File: src/rtl/shadow_pwm_pkg.sv
`timescale 1ns/1ps
package shadow_pwm_pkg;
  localparam int AW          = 3;
  localparam int NSLOT       = 2;  // period, compare
  localparam int BIT_RUN     = 4;
  localparam int BIT_SYNC_LO = 6;
  localparam int BIT_SYNC_HI = 7;
  localparam int BIT_MODE    = 9;
  localparam int BIT_POL     = 10;

  typedef enum logic [AW-1:0] {
    REG_CTRL = 3'd0,
    REG_PER  = 3'd1,
    REG_CMP  = 3'd2,
    REG_SPER = 3'd3,
    REG_SCMP = 3'd4,
    REG_CNT  = 3'd5
  } reg_addr_e;
endpackage

File: src/rtl/spwm_regs.sv
`timescale 1ns/1ps
module spwm_regs
  import shadow_pwm_pkg::*;
#(
  parameter int DW = 32,
  parameter int CW = 16
) (
  input  logic                  clk_i,
  input  logic                  rst_ni,
  input  logic                  wr_en_i,
  input  logic [AW-1:0]         addr_i,
  input  logic [DW-1:0]         wdata_i,
  input  logic                  period_end_i,
  output logic                  run_o,
  output logic                  mode_o,
  output logic                  pol_o,
  output logic [1:0]            sync_o,
  output logic [NSLOT*DW-1:0]   act_o,
  output logic [NSLOT*DW-1:0]   sh_o
);
  localparam int SYNC_W = BIT_SYNC_HI - BIT_SYNC_LO + 1;

  logic ctrl_we;
  assign ctrl_we = wr_en_i && (addr_i == REG_CTRL);

  always_ff @(posedge clk_i or negedge rst_ni) begin
    if (!rst_ni) begin
      run_o  <= 1'b0;
      mode_o <= 1'b0;
      pol_o  <= 1'b0;
      sync_o <= '0;
    end else if (ctrl_we) begin
      run_o  <= wdata_i[BIT_RUN];
      mode_o <= wdata_i[BIT_MODE];
      pol_o  <= wdata_i[BIT_POL];
      sync_o <= wdata_i[BIT_SYNC_LO +: SYNC_W];
    end
  end

  // one active/shadow pair per slot; a direct active write beats the transfer
  for (genvar g = 0; g < NSLOT; g++) begin : g_slot
    logic [DW-1:0] act_q, sh_q;
    logic act_we, sh_we;
    assign act_we = wr_en_i && (addr_i == AW'(int'(REG_PER) + g));
    assign sh_we  = wr_en_i && (addr_i == AW'(int'(REG_SPER) + g));

    always_ff @(posedge clk_i or negedge rst_ni) begin
      if (!rst_ni) begin
        act_q <= '0;
        sh_q  <= '0;
      end else begin
        if (act_we)            act_q <= wdata_i;
        else if (period_end_i) act_q <= sh_q;
        if (sh_we)             sh_q  <= wdata_i;
      end
    end

    assign act_o[g*DW +: DW] = act_q;
    assign sh_o[g*DW +: DW]  = sh_q;
  end
endmodule

File: src/rtl/spwm_counter.sv
`timescale 1ns/1ps
module spwm_counter #(
  parameter int DW = 32
) (
  input  logic          clk_i,
  input  logic          rst_ni,
  input  logic          run_i,
  input  logic [DW-1:0] per_i,
  output logic [DW-1:0] cnt_o,
  output logic          period_end_o
);
  logic [DW-1:0] cnt_q;

  // >= keeps a shrunken period from running the counter through full range
  assign period_end_o = run_i && ((per_i <= DW'(1)) || (cnt_q >= per_i - DW'(1)));

  always_ff @(posedge clk_i or negedge rst_ni) begin
    if (!rst_ni)           cnt_q <= '0;
    else if (period_end_o) cnt_q <= '0;
    else if (run_i)        cnt_q <= cnt_q + DW'(1);
  end

  assign cnt_o = cnt_q;
endmodule

File: src/rtl/spwm_out.sv
`timescale 1ns/1ps
module spwm_out #(
  parameter int DW = 32
) (
  input  logic          mode_i,
  input  logic          pol_i,
  input  logic [DW-1:0] cnt_i,
  input  logic [DW-1:0] cmp_i,
  output logic          pwm_o
);
  logic active_phase;
  assign active_phase = cnt_i < cmp_i;
  assign pwm_o        = mode_i & (active_phase ^ pol_i);
endmodule

File: src/rtl/shadow_pwm.sv
`timescale 1ns/1ps
module shadow_pwm
  import shadow_pwm_pkg::*;
#(
  parameter int DW = 32,
  parameter int CW = 16
) (
  input  logic          clk_i,
  input  logic          rst_ni,
  input  logic          wr_en_i,
  input  logic [AW-1:0] addr_i,
  input  logic [DW-1:0] wdata_i,
  output logic [DW-1:0] rdata_o,
  output logic          pwm_o
);
  logic                run, mode, pol;
  logic [1:0]          sync;
  logic [NSLOT*DW-1:0] act_bus, sh_bus;
  logic [DW-1:0]       per_act, cmp_act, per_sh, cmp_sh, cnt;
  logic                period_end;
  logic [CW-1:0]       ctrl_rd;

  spwm_regs #(.DW(DW), .CW(CW)) u_regs (
    .clk_i        (clk_i),
    .rst_ni       (rst_ni),
    .wr_en_i      (wr_en_i),
    .addr_i       (addr_i),
    .wdata_i      (wdata_i),
    .period_end_i (period_end),
    .run_o        (run),
    .mode_o       (mode),
    .pol_o        (pol),
    .sync_o       (sync),
    .act_o        (act_bus),
    .sh_o         (sh_bus)
  );

  assign per_act = act_bus[0  +: DW];
  assign cmp_act = act_bus[DW +: DW];
  assign per_sh  = sh_bus[0  +: DW];
  assign cmp_sh  = sh_bus[DW +: DW];

  spwm_counter #(.DW(DW)) u_cnt (
    .clk_i        (clk_i),
    .rst_ni       (rst_ni),
    .run_i        (run),
    .per_i        (per_act),
    .cnt_o        (cnt),
    .period_end_o (period_end)
  );

  spwm_out #(.DW(DW)) u_out (
    .mode_i (mode),
    .pol_i  (pol),
    .cnt_i  (cnt),
    .cmp_i  (cmp_act),
    .pwm_o  (pwm_o)
  );

  always_comb begin
    ctrl_rd                            = '0;
    ctrl_rd[BIT_RUN]                   = run;
    ctrl_rd[BIT_SYNC_HI:BIT_SYNC_LO]   = sync;
    ctrl_rd[BIT_MODE]                  = mode;
    ctrl_rd[BIT_POL]                   = pol;
  end

  always_comb begin
    case (reg_addr_e'(addr_i))
      REG_CTRL: rdata_o = DW'(ctrl_rd);
      REG_PER:  rdata_o = per_act;
      REG_CMP:  rdata_o = cmp_act;
      REG_SPER: rdata_o = per_sh;
      REG_SCMP: rdata_o = cmp_sh;
      REG_CNT:  rdata_o = cnt;
      default:  rdata_o = '0;
    endcase
  end
endmodule

File: config.mk
export PLATFORM = sky130hd
export DESIGN_NAME = shadow_pwm
export DESIGN_NICKNAME = d
export VERILOG_FILES = /design/src/rtl/shadow_pwm_pkg.sv /design/src/rtl/spwm_regs.sv /design/src/rtl/spwm_counter.sv /design/src/rtl/spwm_out.sv /design/src/rtl/shadow_pwm.sv
export SDC_FILE = /design/constraint.sdc
export NUM_CORES = 1
export LEC_CHECK = 0
export ABC_AREA = 1
export CORE_ASPECT_RATIO = 0.9
export CORE_MARGIN = 3
export CORE_UTILIZATION = 50
export DETAILED_ROUTE_END_ITERATION = 7
export PLACE_DENSITY = 0.75
export SLEW_MARGIN = 20
export SYNTH_ARGS = -nofsm -noshare
export SYNTH_HDL_FRONTEND = slang
export SYNTH_SLANG_ARGS = --single-unit
File: constraint.sdc
create_clock -name clk_i -period 3.6 [get_ports clk_i]
set_input_delay 0.72 -clock clk_i [delete_from_list [all_inputs] [get_ports clk_i]]
set_output_delay 0.72 -clock clk_i [all_outputs]
set_load 0.01 [all_outputs]
==> results of run 1 <==
## state kept, by name, indices dropped and copies added, names as in the netlist
signal	count
u_regs.mode_o	1
u_regs.pol_o	1
u_regs.sync_o	2
u_cnt.cnt_o	32
u_regs.g_slot.act_q	64
u_regs.g_slot.sh_q	64
u_regs.run_o	1
## per-stage QoR
step / worst slack [ns] / power [mW] / std cells / setup TNS, ns
after floorplan: 0.4037 / 4.119 / 1446 / 0
after global placement: -0.01316 / 4.781 / 1778 / -0.02591
after detailed placement: -0.04868 / 4.855 / 1778 / -0.09414
after CTS: 0.03843 / 6.807 / 1811 / 0
after global routing: -0.03450 / 7.348 / 1816 / -0.5037
final: 0.06744 / 6.865 / 1816 / 0
## per-layer routing
layer / up-vias / share of wire (%)
met4: 0 / 2.6
met5: - / 0
li1: 4890 / -
met1: 4721 / 45
met2: 416 / 45
met3: 67 / 7.6
## cells by family after synthesis
group	Yosys count	synth area share, %
adders and majority gates	66	7.706
and+or+nand+nor	689	27.51
DFF	165	38.53
xor gates and xnor gates	44	3.596
buffers and inverters	223	8.733
AOI/OAI and AO/OA	259	13.93
## worst max-delay path: stages
cell and delay (ns):
clkdlybuf4s50_1 0.43, inv_2 0.12, nor2_1 0.08, nand2_1 0.07, clkinv_1 0.15, buf_12 0.20
a221oi_1 0.33, o211ai_1 0.18, clkdlybuf4s50_1 0.51
## report_power, final
group          internal (mW)  total (mW)  switching (mW)
clock                   1.10        1.90           0.800
combinational          0.970        2.32            1.35
sequential              2.23        2.65           0.419
## cells in the mapped netlist (19+ instances only)
library cell | number | area (µm²)
nand4_1 | 20 | 125.1
inv_1 | 146 | 548.0
o211ai_1 | 19 | 142.6
o21ai_0 | 155 | 775.7
nor2_1 | 80 | 300.3
ha_1 | 66 | 825.8
clkbuf_1 | 38 | 142.6
xor2_1 | 36 | 315.3
a21oi_1 | 38 | 190.2
dfrtp_1 | 165 | 4129
nand2_1 | 453 | 1700
nand3_1 | 88 | 440.4
## cell type report
class                           instances  area, µm²  area share [%]
Clock inverter                         15      178.9           1.406
Timing Repair Buffer                  118       1305           10.25
Sequential cell                       165       4133           32.47
Clock buffer                           17      425.4           3.343
Inverter                              157      589.3           4.630
Tap cell                              286      357.8           2.812
Multi-Input combinational cell       1058       5738           45.08
## path summary, 6_finish.rpt
check                           cells past startpoint  slack [ns]                    endpoint                      start
min in group clk_i                                  2        0.51            u_regs.sync_o[0]           u_regs.sync_o[0]
max in group asynchronous                           2        2.56  u_regs.g_slot[0].act_q[29]                     rst_ni
worst max-delay path                                9        0.07                  rdata_o[7]                  addr_i[1]
worst min-delay path                                1        0.24    u_regs.g_slot[1].sh_q[8]                     rst_ni
worst min register to register                      2        0.51            u_regs.sync_o[0]           u_regs.sync_o[0]
worst max register to register                     24        0.19  u_regs.g_slot[1].act_q[23]  u_regs.g_slot[0].act_q[1]
## timing repair
action / CTS / global route
gates resized for setup: 7 / 18
endpoints found under the setup margin: 4 / 99
gates cloned: 0 / 5
buffers inserted: 1 / 0
pin swaps: 1 / 2
hold endpoints to repair: 0 / 0
==> results.ini, run 1 <==
[pwr]
irDropWorstVdd_mv=0.2859
powerDensity_nw_per_um2=539.4
power.leakage_nw=6.263

[clocking]
cts_buffers=17
cts_tree=built
cts_buffer_depth=2
htreeDepth=4
hold_buffers=0
clock-sinks=165
clock_latency_ns=0.44
clockRootBuffer=clkbuf_16
clk_pin_slew_ns=0.06

[global_route]
grt_pass1_wl_mm=49.32
grtUsageMet1_pct=37.28
grt_usage_pct=26.53
met2_usage_pct=42.68
gr-max-usage-layer=met2
grt_pass1_vias=9502
grt_max_degree=67
globalRouteMet3Util_pct=4.155
grt_antenna_before_repair=0
grt_overflow=0

[place]
place_congestion=0.9276
dpl.hpwl_mm=20.54
portBuffers=70
placed_cell_area_um2=11930

[yosys]
synth-seq-cells=165
synth_edf_count=0
async_flop_share_pct=100.0
avgSynthCellArea_um2=7.411
synth_nets=1550
syn_inst=1446
ys.flop_type=dfrtp_1
ys_warn_count=0
syn-cell-area_um2=10720
synth_seq_area_share_pct=38.53
synthDistinctLibCells=45

[routing]
vias=10094
ant_nets=0
routed_wl_mm=31.39
routedWlPerCell_um=17.29
drt_iter0_drc=1101
vias_per_cell=5.558
post-route-drc-count=0
drt_pass1_iterations=6

[timing]
timing.final.crit_share_pct=98.13
report.final.slew_viol_count=0
maxSlewHeadroom_pct=56.17
hold_violations=0
skew_ns=0.01012
rsz0062_at_grt=yes
fin_crit_ns=3.533
setup_viol=0
holdWs_ns=0.2384
maxClockFrequency_mhz=283.1
worst_pin_slew_ns=0.6551

[final_layout]
drive_above_1_share_pct=9.020
synthToLayoutAreaGrowth_pct=18.76
fin_util_pct=60.73
layout_common_cells=nand2_1 (450), dfrtp_1 (162), o21ai_0 (154), inv_1 (145), nand3_1 (88)
fill_cells=1832
antennaDiodeCount=0
fin_nets=1621
final_cell_area_um2=12730
final_common_cell=nand2_1

[setup_path]
required_ns=2.88
critPathKind=in2out
start_kind=primary input
arrival_ns=2.81
path_max_fanout=16
critPathCaptureType=output port

[floorplanning]
fp.dieH_um=144.9
die_area_um2=23230
io_pins=71
num_rows=50
initial_core_util_pct=51.13
core_area_um2=20960
dieWidth_um=160.3

[run]
maxCapViolations=0

[hold_path]
holdCritPathClass=in2async

[status]
status=completed

(Power assumes the default switching activity.)
==> run 2, diff against run 1 <==
- CTS_CLUSTER_DIAMETER: default -> 40
==> results of run 2 <==
No change in the layout: final DEF, timing and power equal those of run 1.
